**config.mk**
```make
export PLATFORM = sky130hd
export DESIGN_NAME = extirq_pinctl
export DESIGN_NICKNAME = d
export VERILOG_FILES = /design/src/rtl/extirq_pinctl.sv
export SDC_FILE = /design/constraint.sdc
export NUM_CORES = 1
export LEC_CHECK = 0
export BUFFER_PORTS_ARGS = -buffer_cell sky130_fd_sc_hd__buf_2
export CAP_MARGIN = 0
export CORE_UTILIZATION = 40
export CTS_BUF_LIST = sky130_fd_sc_hd__clkbuf_2
export DETAILED_ROUTE_END_ITERATION = 10
export GPL_ROUTABILITY_DRIVEN = 0
export GPL_TIMING_DRIVEN = 0
export PLACE_DENSITY = 0.72
export SLEW_MARGIN = 20
export SYNTH_ARGS = -nofsm -noshare
export SYNTH_HDL_FRONTEND = slang
export SYNTH_SLANG_ARGS = --single-unit
```
**constraint.sdc**
```tcl
create_clock -name clk -period 2.19 [get_ports clk]
set_clock_uncertainty 0.1 [all_clocks]
set_input_delay 0.3285 -clock clk [delete_from_list [all_inputs] [get_ports clk]]
set_output_delay 0.3285 -clock clk [all_outputs]
set_load 0.01 [all_outputs]
```
**src/rtl/extirq_pinctl.sv**
```systemverilog
module extirq_pinctl #(
  parameter int NPINS    = 8,
  parameter int SENSE_W  = 4,
  parameter int SRC_W    = 8,
  parameter int MODE_BIT = 23
) (
  input  logic             clk,
  input  logic             rst,
  input  logic [NPINS-1:0] pin_in,
  input  logic             bus_wr,
  input  logic [2:0]       bus_addr,
  input  logic [31:0]      bus_wdata,
  output logic [31:0]      bus_rdata,
  output logic [NPINS-1:0] irq_pin,
  output logic             irq_any,
  output logic [3:0]       lvl_code
);
  localparam int PRIO_W = 4;
  localparam int SENSE_BITS = NPINS * SENSE_W;
  localparam logic [32:0] SM_RAW = ((33'd1 << SENSE_BITS) - 33'd1) << (32 - SENSE_BITS);
  localparam logic [31:0] SENSE_MASK = SM_RAW[31:0];
  localparam logic [2:0] A_SENSE = 3'd0, A_PRIO = 3'd1, A_SRC = 3'd2,
                         A_MSET = 3'd3, A_MCLR = 3'd4, A_MODE = 3'd5;

  logic [NPINS-1:0] sy1, sy2, sy_prev, pend, pend_d, mask, mset, mclr;
  logic [31:0]      sense_q, prio_q;
  logic             mode_q;
  logic [SRC_W-1:0] src_view;
  logic             wr_sense, wr_prio, wr_src, wr_mset, wr_mclr, wr_mode;

  assign wr_sense = bus_wr && bus_addr == A_SENSE;
  assign wr_prio  = bus_wr && bus_addr == A_PRIO;
  assign wr_src   = bus_wr && bus_addr == A_SRC;
  assign wr_mset  = bus_wr && bus_addr == A_MSET;
  assign wr_mclr  = bus_wr && bus_addr == A_MCLR;
  assign wr_mode  = bus_wr && bus_addr == A_MODE;

  always_comb begin
    src_view = '0;
    for (int i = 0; i < NPINS; i++) begin
      src_view[SRC_W-1-i] = pend[i];
      mset[i] = wr_mset && bus_wdata[SRC_W-1-i];
      mclr[i] = wr_mclr && bus_wdata[SRC_W-1-i];
    end
  end

  for (genvar g = 0; g < NPINS; g++) begin : g_pin
    localparam int SOFF = 32 - (g + 1) * SENSE_W;
    localparam int POFF = 32 - (g + 1) * PRIO_W;
    localparam int SBIT = SRC_W - 1 - g;
    localparam bit ENC_PIN = (g < 4);
    logic [3:0] code;
    logic rise, fall, ev, lvl_act, is_lvl, gated, clr;

    assign code = 4'(sense_q[SOFF +: SENSE_W]);
    assign rise = sy2[g] && !sy_prev[g];
    assign fall = !sy2[g] && sy_prev[g];

    always_comb begin
      ev = 1'b0;
      lvl_act = 1'b0;
      is_lvl = 1'b0;
      case (code)
        4'd0: ev = fall;
        4'd1: ev = rise;
        4'd2: begin is_lvl = 1'b1; lvl_act = !sy2[g]; end
        4'd3: begin is_lvl = 1'b1; lvl_act = sy2[g]; end
        4'd4: ev = rise || fall;
        default: ev = 1'b0;
      endcase
    end

    assign gated = ENC_PIN && !mode_q;
    assign clr = wr_src && !bus_wdata[SBIT];
    assign pend_d[g] = gated ? 1'b0 : is_lvl ? lvl_act : ((pend[g] && !clr) || ev);
    assign irq_pin[g] = pend[g] && !mask[g] && !gated && (prio_q[POFF +: PRIO_W] != '0);

    a_r7_mask_write: assert property (@(posedge clk) disable iff (rst)
      (wr_mset && bus_wdata[SBIT]) |=> !irq_pin[g]);

    a_r5_level_clear_ignored: assert property (@(posedge clk) disable iff (rst)
      (wr_src && is_lvl && lvl_act && !gated) |=> pend[g]);

    a_r3_edge_origin: assert property (@(posedge clk) disable iff (rst)
      ($rose(pend[g]) && $past(!is_lvl)) |-> $past(sy2[g] != sy_prev[g]));

    if (ENC_PIN) begin : g_enc
      a_r10_encoded_quiet: assert property (@(posedge clk) disable iff (rst)
        (wr_mode && !bus_wdata[MODE_BIT]) |=> !irq_pin[g]);
    end
  end

  always_ff @(posedge clk) begin
    if (rst) begin
      sy1 <= '0;
      sy2 <= '0;
      sy_prev <= '0;
      pend <= '0;
      mask <= '1;
      sense_q <= '0;
      prio_q <= '0;
      mode_q <= 1'b0;
    end else begin
      sy1 <= pin_in;
      sy2 <= sy1;
      sy_prev <= sy2;
      pend <= pend_d;
      mask <= (mask | mset) & ~mclr;
      if (wr_sense) sense_q <= bus_wdata & SENSE_MASK;
      if (wr_prio)  prio_q <= bus_wdata;
      if (wr_mode)  mode_q <= bus_wdata[MODE_BIT];
    end
  end

  assign irq_any  = |irq_pin;
  assign lvl_code = mode_q ? 4'd0 : sy2[3:0];

  always_comb begin
    case (bus_addr)
      A_SENSE: bus_rdata = sense_q;
      A_PRIO:  bus_rdata = prio_q;
      A_SRC:   bus_rdata = 32'(src_view);
      A_MODE:  bus_rdata = 32'(mode_q) << MODE_BIT;
      default: bus_rdata = '0;
    endcase
  end

  a_r1_reset_quiet: assert property (@(posedge clk) disable iff (rst)
    $past(rst) |-> !irq_any);
endmodule

```
# Yosys cells after proc, flatten, opt, wreduce, memory -nomap -nowiden
# Cells that the tools add are included.
# totals
reg_bits	105
input_bits	46
out_inout_bits	45
word_cells	241
# classes
eq_ne	37
muxes	34
n_bitwise	4
reduce_logical	157
# ops
cell	count
$pmux 32 s4	1
$logic_and 1x1->1	74
$eq 4x2->1 const B	16
$logic_not 1->1	40
$eq 4x1->1 const B	8
$eq 4x3->1 const B	8
$logic_not 4->1	8
$reduce_bool 4->1	8
$pmux 1 s3	8
$reduce_or 2->1	9
$logic_or 1x1->1	16
$mux 1	16
$pmux 1 s2	8
$and 8x8->8	1
$not 8->8	1
$or 8x8->8	1
$reduce_or 8->1	1
$eq 3x2->1 const B	2
$eq 3x3->1 const B	2
$mux 4	1
$eq 3x1->1 const B	1
$logic_not 3->1	1
$not 1->1	1

# Logic depth before layout (Yosys ltp)
# Gate-level depths: netlist of the first run.
# logic_depth
depth_word	7
depth_mapped	6
ltp_nobuf	5

# Least setup slack after synthesis of the first run
# No wires, ideal clock.
# synth_path
path_type	input-to-output
from	input bus_addr[1]
to	output bus_rdata[19]
arrival_time_ns	1.384
setup_slack_ns	0.377
stages	4
path_buffers	2
cell_sequence	buf_2 > nor3_1 > clkbuf_1 > a22o_1
# synth_via
elab_chain_cells	2
elab_cells_between_ends	5
# synth_rtl
item	line	rtl
start, declared	11	input logic [2:0] bus_addr,
$eq 3x3->1 (tied with other cells)	119	case (bus_addr)
$pmux 32 s4 (*)	119	
end, declared	13	output logic [31:0] bus_rdata,
# Mark *: on every way between the ends. The rest lies on a longest branch, timed or not.

# Worst setup path in the final report of the first run
# layout_path
from	register prio_q[12]
to	output irq_any
# layout_via
elab_chain_cells	3
# layout_rtl
item	line	rtl
start, declared	26	logic [31:0] sense_q, prio_q;
start signal, assigned	110	if (wr_prio) prio_q <= bus_wdata;
$reduce_bool 4->1	76	assign irq_pin[g] = pend[g] && !mask[g] && !gated && (prio_q[POFF +: PRIO_W] != '0);
$logic_and 1x1->1	76	
$reduce_or 8->1	115	assign irq_any = |irq_pin;
end, declared	15	output logic irq_any,
# No other way between the ends.

==> results of run 1 <==
[how the worst min path moves through the flow]
stage	depth (start not counted)	slack, ps	end	from
after global routing	2	40	sy2[0]$_SDFF_PP0_	rst
after floorplan	1	310	sy2[0]$_SDFF_PP0_	sy1[0]$_SDFF_PP0_
after global placement	1	320	sy2[5]$_SDFF_PP0_	sy1[5]$_SDFF_PP0_
after detailed placement	1	330	sy2[6]$_SDFF_PP0_	sy1[6]$_SDFF_PP0_
after CTS	2	20	sy2[0]$_SDFF_PP0_	rst
final	2	30	sy2[0]$_SDFF_PP0_	rst
[area by class of cell]
| cell class | instances | area [sq um] |
|---|---|---|
| multi-input cells | 416 | 2590 |
| plain buffers | 40 | 174 |
| repair buffers | 132 | 875 |
| well taps | 143 | 179 |
| inverters | 18 | 67.6 |
| flip-flops and latches | 105 | 2110 |
| fillers | 1115 | 5500 |
| clock buffers | 10 | 50.0 |
| diodes | 1 | 2.50 |
| clock inverters | 4 | 21.3 |
[power by group]
part,internal (mW),leakage (nW),switching (mW)
sequential,1.97,0.857,0.0507
clock,0.138,0.0531,0.616
combinational,0.192,1.47,0.213
[cells in the mapped netlist (16+ instances only)]
cell type	count
dfxtp_1	105
nor2b_1	17
nor4_1	16
a21oi_1	64
clkbuf_1	27
nor2_1	26
nand2_1	138
inv_1	18
a21o_1	16
ha_1	16
a22o_1	18
[worst max-delay path, cell delays in order, from the launching register on]
cell and delay (ps):
dfxtp_2 410, nor4_4 340, o32ai_1 130, or4_4 560, buf_6 140
[per-layer routing]
metal	GRT usage, %	share of wire [%]
met1	28.8	42
met2	40.6	49
met3	3.81	6.7
met4	10.3	2.5
met5	0	0
[cell families (layout without fill, tap and decap cells)]
group / after synthesis / count (layout)
multiplexers: 10 / 10
AO/OA/AOI/OAI: 140 / 140
flip-flops: 105 / 105
XOR/XNOR: 8 / 8
AND/OR/NAND/NOR: 242 / 242
buffers and inverters: 58 / 204
adder cells (fa/ha/maj): 16 / 16
other: 0 / 1
[state kept, by name (all words and copies together) (netlist names)]
| register | count |
|---|---|
| mode_q | 1 |
| sense_q | 32 |
| pend | 8 |
| sy1 | 8 |
| mask | 8 |
| sy_prev | 8 |
| prio_q | 32 |
| sy2 | 8 |
[per-stage QoR]
stage,area [sq um],setup TNS [ps],hold slack (ps)
floorplan,4800,0,314
global placement,5420,-8230,316
detailed placement,5420,-8070,326
CTS,6060,-365,19.0
global route,6070,-472,43.0
finish,6070,-382,29.9
[cell usage in the layout (no fill, tap or decap), types with 2 or more instances in the layout]
cell             n
a21o_1          16
a21oi_1         64
a221oi_1         7
a22o_1          18
a22o_2           5
a2bb2oi_1        8
buf_2           99
buf_4            4
clkbuf_1        24
clkbuf_2        12
clkinv_1         2
dfxtp_1         98
dfxtp_2          7
dlygate4sd3_1   40
ha_1            16
inv_1           18
mux2i_1         10
nand2_1        138
nand2b_1         3
nand3b_1         2
nand4bb_1        2
nor2_1          26
nor2b_1         17
nor3_1          10
nor3b_1          8
nor4_1          10
nor4_4           5
nor4bb_1         2
o21ai_0          8
o31a_1           8
o32ai_1          2
o32ai_2          2
or4_1            8
xnor2_1          8
[repair_timing]
item | 4_1_cts | 5_1_grt
hold endpoints to repair | 81 | 0
pin swaps | 6 | 0
hold buffers | 40 | 0
buffers inserted | 3 | 0
gates resized for setup | 30 | 3
setup endpoints to repair | 28 | 5
==> flow_summary.toml, run 1 <==
[synthesis]
synth_top_area_cell = "dfxtp_1"
synth_fa_ha_area_share_pct = 4.17
synth.avg_cell_area_sq_um = 8.28
synth_xor_area_share_pct = 1.46
synth_top_area_share_pct = 43.8
synth_top_family_by_area = "simple AND/OR/NAND/NOR gates"
synth_warnings = 0
syn-num-nets = 641
synth-compound-area-share_pct = 19.6
synth_area_leaders = "dfxtp_1 (44%), nand2_1 (11%), a21oi_1 (6.7%)"
synthSimpleGateAreaFrac_pct = 24.0
syn_inst = 579
synth_edf_count = 0
yosysSeqAreaShare_pct = 43.8
syn_area_sq_mm = 0.00480
synth_mux_area_share_pct = 2.09
async_flop_share_pct = 0
synth_ff_type = "dfxtp_1"
ys_ff_latch = 105
ys_types = 36

[setup_path]
r2r-end = "pend[1]$_SDFF_PP0_"
r2r_start = "sy2[1]$_SDFF_PP0_"
cp.required_ps = 1760
cp-endpoint = "irq_any"
reg2reg_depth = 5
worstPathArrival_ps = 2140
endpoint_kind = "output port"
cp_max_fo = 3
crit_start = "prio_q[12]$_SDFFE_PP0P_"
path_class = "reg2out"
start_kind = "flip-flop"
reg2reg_setup_slack_ps = 170

[layout]
finish.utilization_pct = 52.5
nets = 784
synthToLayoutAreaGrowth_pct = 26.5
drive_gt1_share_pct = 19.9
final_cells = 869

[sta]
maxSlewHeadroom_pct = 51.5
post-route-min-period_ps = 2570
max_freq_mhz = 389
worst_pin_slew_ps = 727
final-hold-violation-count = 0
rsz0062_at_grt = "true"
drv_slew = 0
post-route-period-util_pct = 117
layout_setup_ws_ps = -382
setup_viol = 1

[floorplan]
die_h_um = 111
core-area_sq_mm = 0.0116
design.die.area_sq_mm = 0.0124
io_pins = 91
placementRows = 39
start_util_pct = 41.5
fp.dieW_um = 111

[global_route]
grt_pass1_vias = 4745
antenna_found_initial = 1
grt_max_degree = 16
overflow = 0
grt_first_pass_wirelength_um = 23000
grt_use_total_pct = 23.5

[drt]
wl_per_cell_um = 16.4
ant_nets = 0
wl_um = 14300
first_iter_violations = 286
first_pass_iters = 8
vias_per_cell = 5.47
drc_errors = 7
via_count = 4757

[placement]
dpl.hpwl_um = 10400
dp_slack_ps = -427
dp_cells = 811
numPortBuffers = 89

[worst_hold_path]
hold_path_class = "in2reg"

[power]
power_mw = 3.18
worst_ir_drop_vdd_uv = 271
leakage_nw = 2.38
p_per_area_mw_per_mm2 = 524

[cts]
htree_num_levels = 3
clkTransAtPathRegs_ps = 270
cts-root-buf = "clkbuf_2"
cts_tree = "done"
cts_buffer_depth = 2
clk_latency_ps = 570
cts_buffers = 9
cts.sinks = 105

[run_status]
status = "complete, but fails checks"
violations = "design-rule violations, negative setup slack"

[job]
drv_cap = 0
Note: power is estimated with default switching activity, not from simulation.
==> run 2: changes to the inputs <==
Settings changed: CTS_BUF_LIST sky130_fd_sc_hd__clkbuf_2 to sky130_fd_sc_hd__clkbuf_2 sky130_fd_sc_hd__clkbuf_4 sky130_fd_sc_hd__clkbuf_8.
==> flow_summary.toml, run 2 (synthesis results as in run 1) <==
[setup_path]
cp_max_fo = 3
endpoint_kind = "output port"
cp.required_ps = 1760
r2r_start = "sy2[1]$_SDFF_PP0_"
cp_cell_sequence = "nor4_4, o32ai_1, or4_4, buf_6"
path_class = "reg2out"
worst-path-buf-inv = 1
reg2reg_setup_slack_ps = 220
r2r-end = "pend[1]$_SDFF_PP0_"
crit_slowest_cell = "or4_4"
cpLargestDelayFamily = "simple AND/OR/NAND/NOR gates"
worstPathArrival_ps = 1880
cpPeakStageDelay_ps = 560
reg2reg_depth = 5
start_kind = "flip-flop"

[floorplan]
placementRows = 39
die_h_um = 111
design.die.area_sq_mm = 0.0124
core-area_sq_mm = 0.0116
start_util_pct = 41.5
fp.dieW_um = 111
io_pins = 91

[run_status]
status = "complete, but fails checks"
violations = "design-rule violations, negative setup slack"

[sta]
final-hold-violation-count = 0
max_freq_mhz = 433
post-route-min-period_ps = 2310
worst_pin_slew_ps = 718
post-route-period-util_pct = 105
rsz0062_at_grt = "true"
maxSlewHeadroom_pct = 52.2
drv_slew = 0
layout_setup_ws_ps = -119
hold-worst-slack_ps = 65.6
setup_viol = 1

[worst_hold_path]
hold_end = "sy1[0]$_SDFF_PP0_"
hold_path_class = "in2reg"
min_from = "pin_in[0]"
whs_path_depth = 2

[global_route]
grt_max_degree = 16
grt_first_pass_wirelength_um = 22600
overflow = 0
grt_use_total_pct = 23.2
antenna_found_initial = 0
grt_pass1_vias = 4583

[drt]
drc_errors = 7
first_pass_iters = 7
wl_um = 14000
via_count = 4572
ant_nets = 0
vias_per_cell = 5.53
wl_per_cell_um = 16.9
first_iter_violations = 310

[power]
p_per_area_mw_per_mm2 = 604
p_seq_share_pct = 57.8
netSwitchingFraction_pct = 25.7
leakage_nw = 2.25
power_frac_clock_pct = 32.2
p_sw_uw = 893
p_comb_share_pct = 10.0
intPower_mw = 2.58
worst_ir_drop_vdd_uv = 282

[cts]
clkTransAtPathRegs_ps = 100
cts_tree = "done"
htree_num_levels = 3
cts-root-buf = "clkbuf_8"
cts.sinks = 105
cts_hold_buf = 0
cts_buffers = 9
clk_latency_ps = 370
cts_buffer_depth = 2

[placement]
dp_slack_ps = -427
numPortBuffers = 89
dpl.hpwl_um = 10400

[layout]
antenna_cells = 0
nets = 743
top_regs = "prio_q x32, sense_q x32"
multi_input_area_sq_mm = 0.00258
fillCellCount = 1145
seq_area_sq_mm = 0.00211
drive_gt1_share_pct = 20.8
final_common_cell = "nand2_1"
synthToLayoutAreaGrowth_pct = 20.0
final_cell_mix = "nand2_1 (138), dfxtp_1 (100), buf_2 (99), a21oi_1 (64), nor2_1 (26)"

[job]
drv_cap = 0
==> run 2: power groups by stage <==
stage          Clock [mW]  Combinational, mW  Sequential (mW)
2_1_floorplan           0              0.201             2.04
3_3_place_gp            0              0.320             2.05
3_5_place_dp            0              0.331             2.05
4_1_cts              1.13              0.348             2.01
5_1_grt              1.22              0.383             2.02
6_report             1.12              0.348             2.01
==> run 2: how the worst max path moves through the flow <==
| stage | from | endpoint | slack [ps] | cells past startpoint |
|---|---|---|---|---|
| after CTS | prio_q[19]$_SDFFE_PP0P_ | irq_any | -140 | 4 |
| after detailed placement | bus_addr[1] | bus_rdata[19] | -430 | 6 |
| final | prio_q[12]$_SDFFE_PP0P_ | irq_any | -120 | 4 |
| after global routing | prio_q[12]$_SDFFE_PP0P_ | irq_any | -180 | 4 |
| after global placement | bus_addr[0] | bus_rdata[19] | -430 | 6 |
| after floorplan | bus_addr[1] | bus_rdata[19] | 380 | 4 |
==> run 2: repair_timing <==
| item | 4_1_cts | 5_1_grt |
|---|---|---|
| buffers inserted | 2 | 0 |
| gates cloned | 0 | 0 |
| resized for setup | 28 | 2 |
| pin swaps | 7 | 1 |
| endpoints found under the setup margin | 23 | 3 |
==> run 2: metal layers <==
metal / track usage (%) / part of all wire (%) / vias to the layer above / wire, um
met5: 0 / 0 / - / 0
met4: 9.55 / 2.4 / 0 / 342
met3: 4.35 / 5.8 / 31 / 805
met2: 39.8 / 48 / 164 / 6780
met1: 28.5 / 43 / 2161 / 6050
li1: - / - / 2216 / -
==> run 2: worst register-to-register path, cell delays in order (launching register included) <==
cell      delay (ps)
dfxtp_1          390
inv_1             90
ha_1             300
o31a_1           230
or4_1            500
a221oi_1         270
==> run 2: stage by stage <==
stage | cells | cell area, sq um | power, mW | util [%] | setup TNS (ps)
4_1_cts | 827 | 5750 | 3.49 | 49.7 | -135
3_5_place_dp | 811 | 5420 | 2.38 | 46.9 | -8070
6_report | 827 | 5750 | 3.48 | 49.8 | -119
2_1_floorplan | 579 | 4800 | 2.24 | - | 0
3_3_place_gp | 811 | 5420 | 2.37 | 46.9 | -8230
5_1_grt | 827 | 5750 | 3.62 | 49.8 | -185
==> run 2: cell type report <==
class | count | share of cell area [%]
timing repair buffer | 91 | 8.11
tap | 143 | 3.11
buffer | 40 | 3.02
clock buffer | 12 | 2.76
clock inverter | 2 | 0.239
sequential | 105 | 36.7
inverter | 18 | 1.17
multi-input combinational | 416 | 44.9
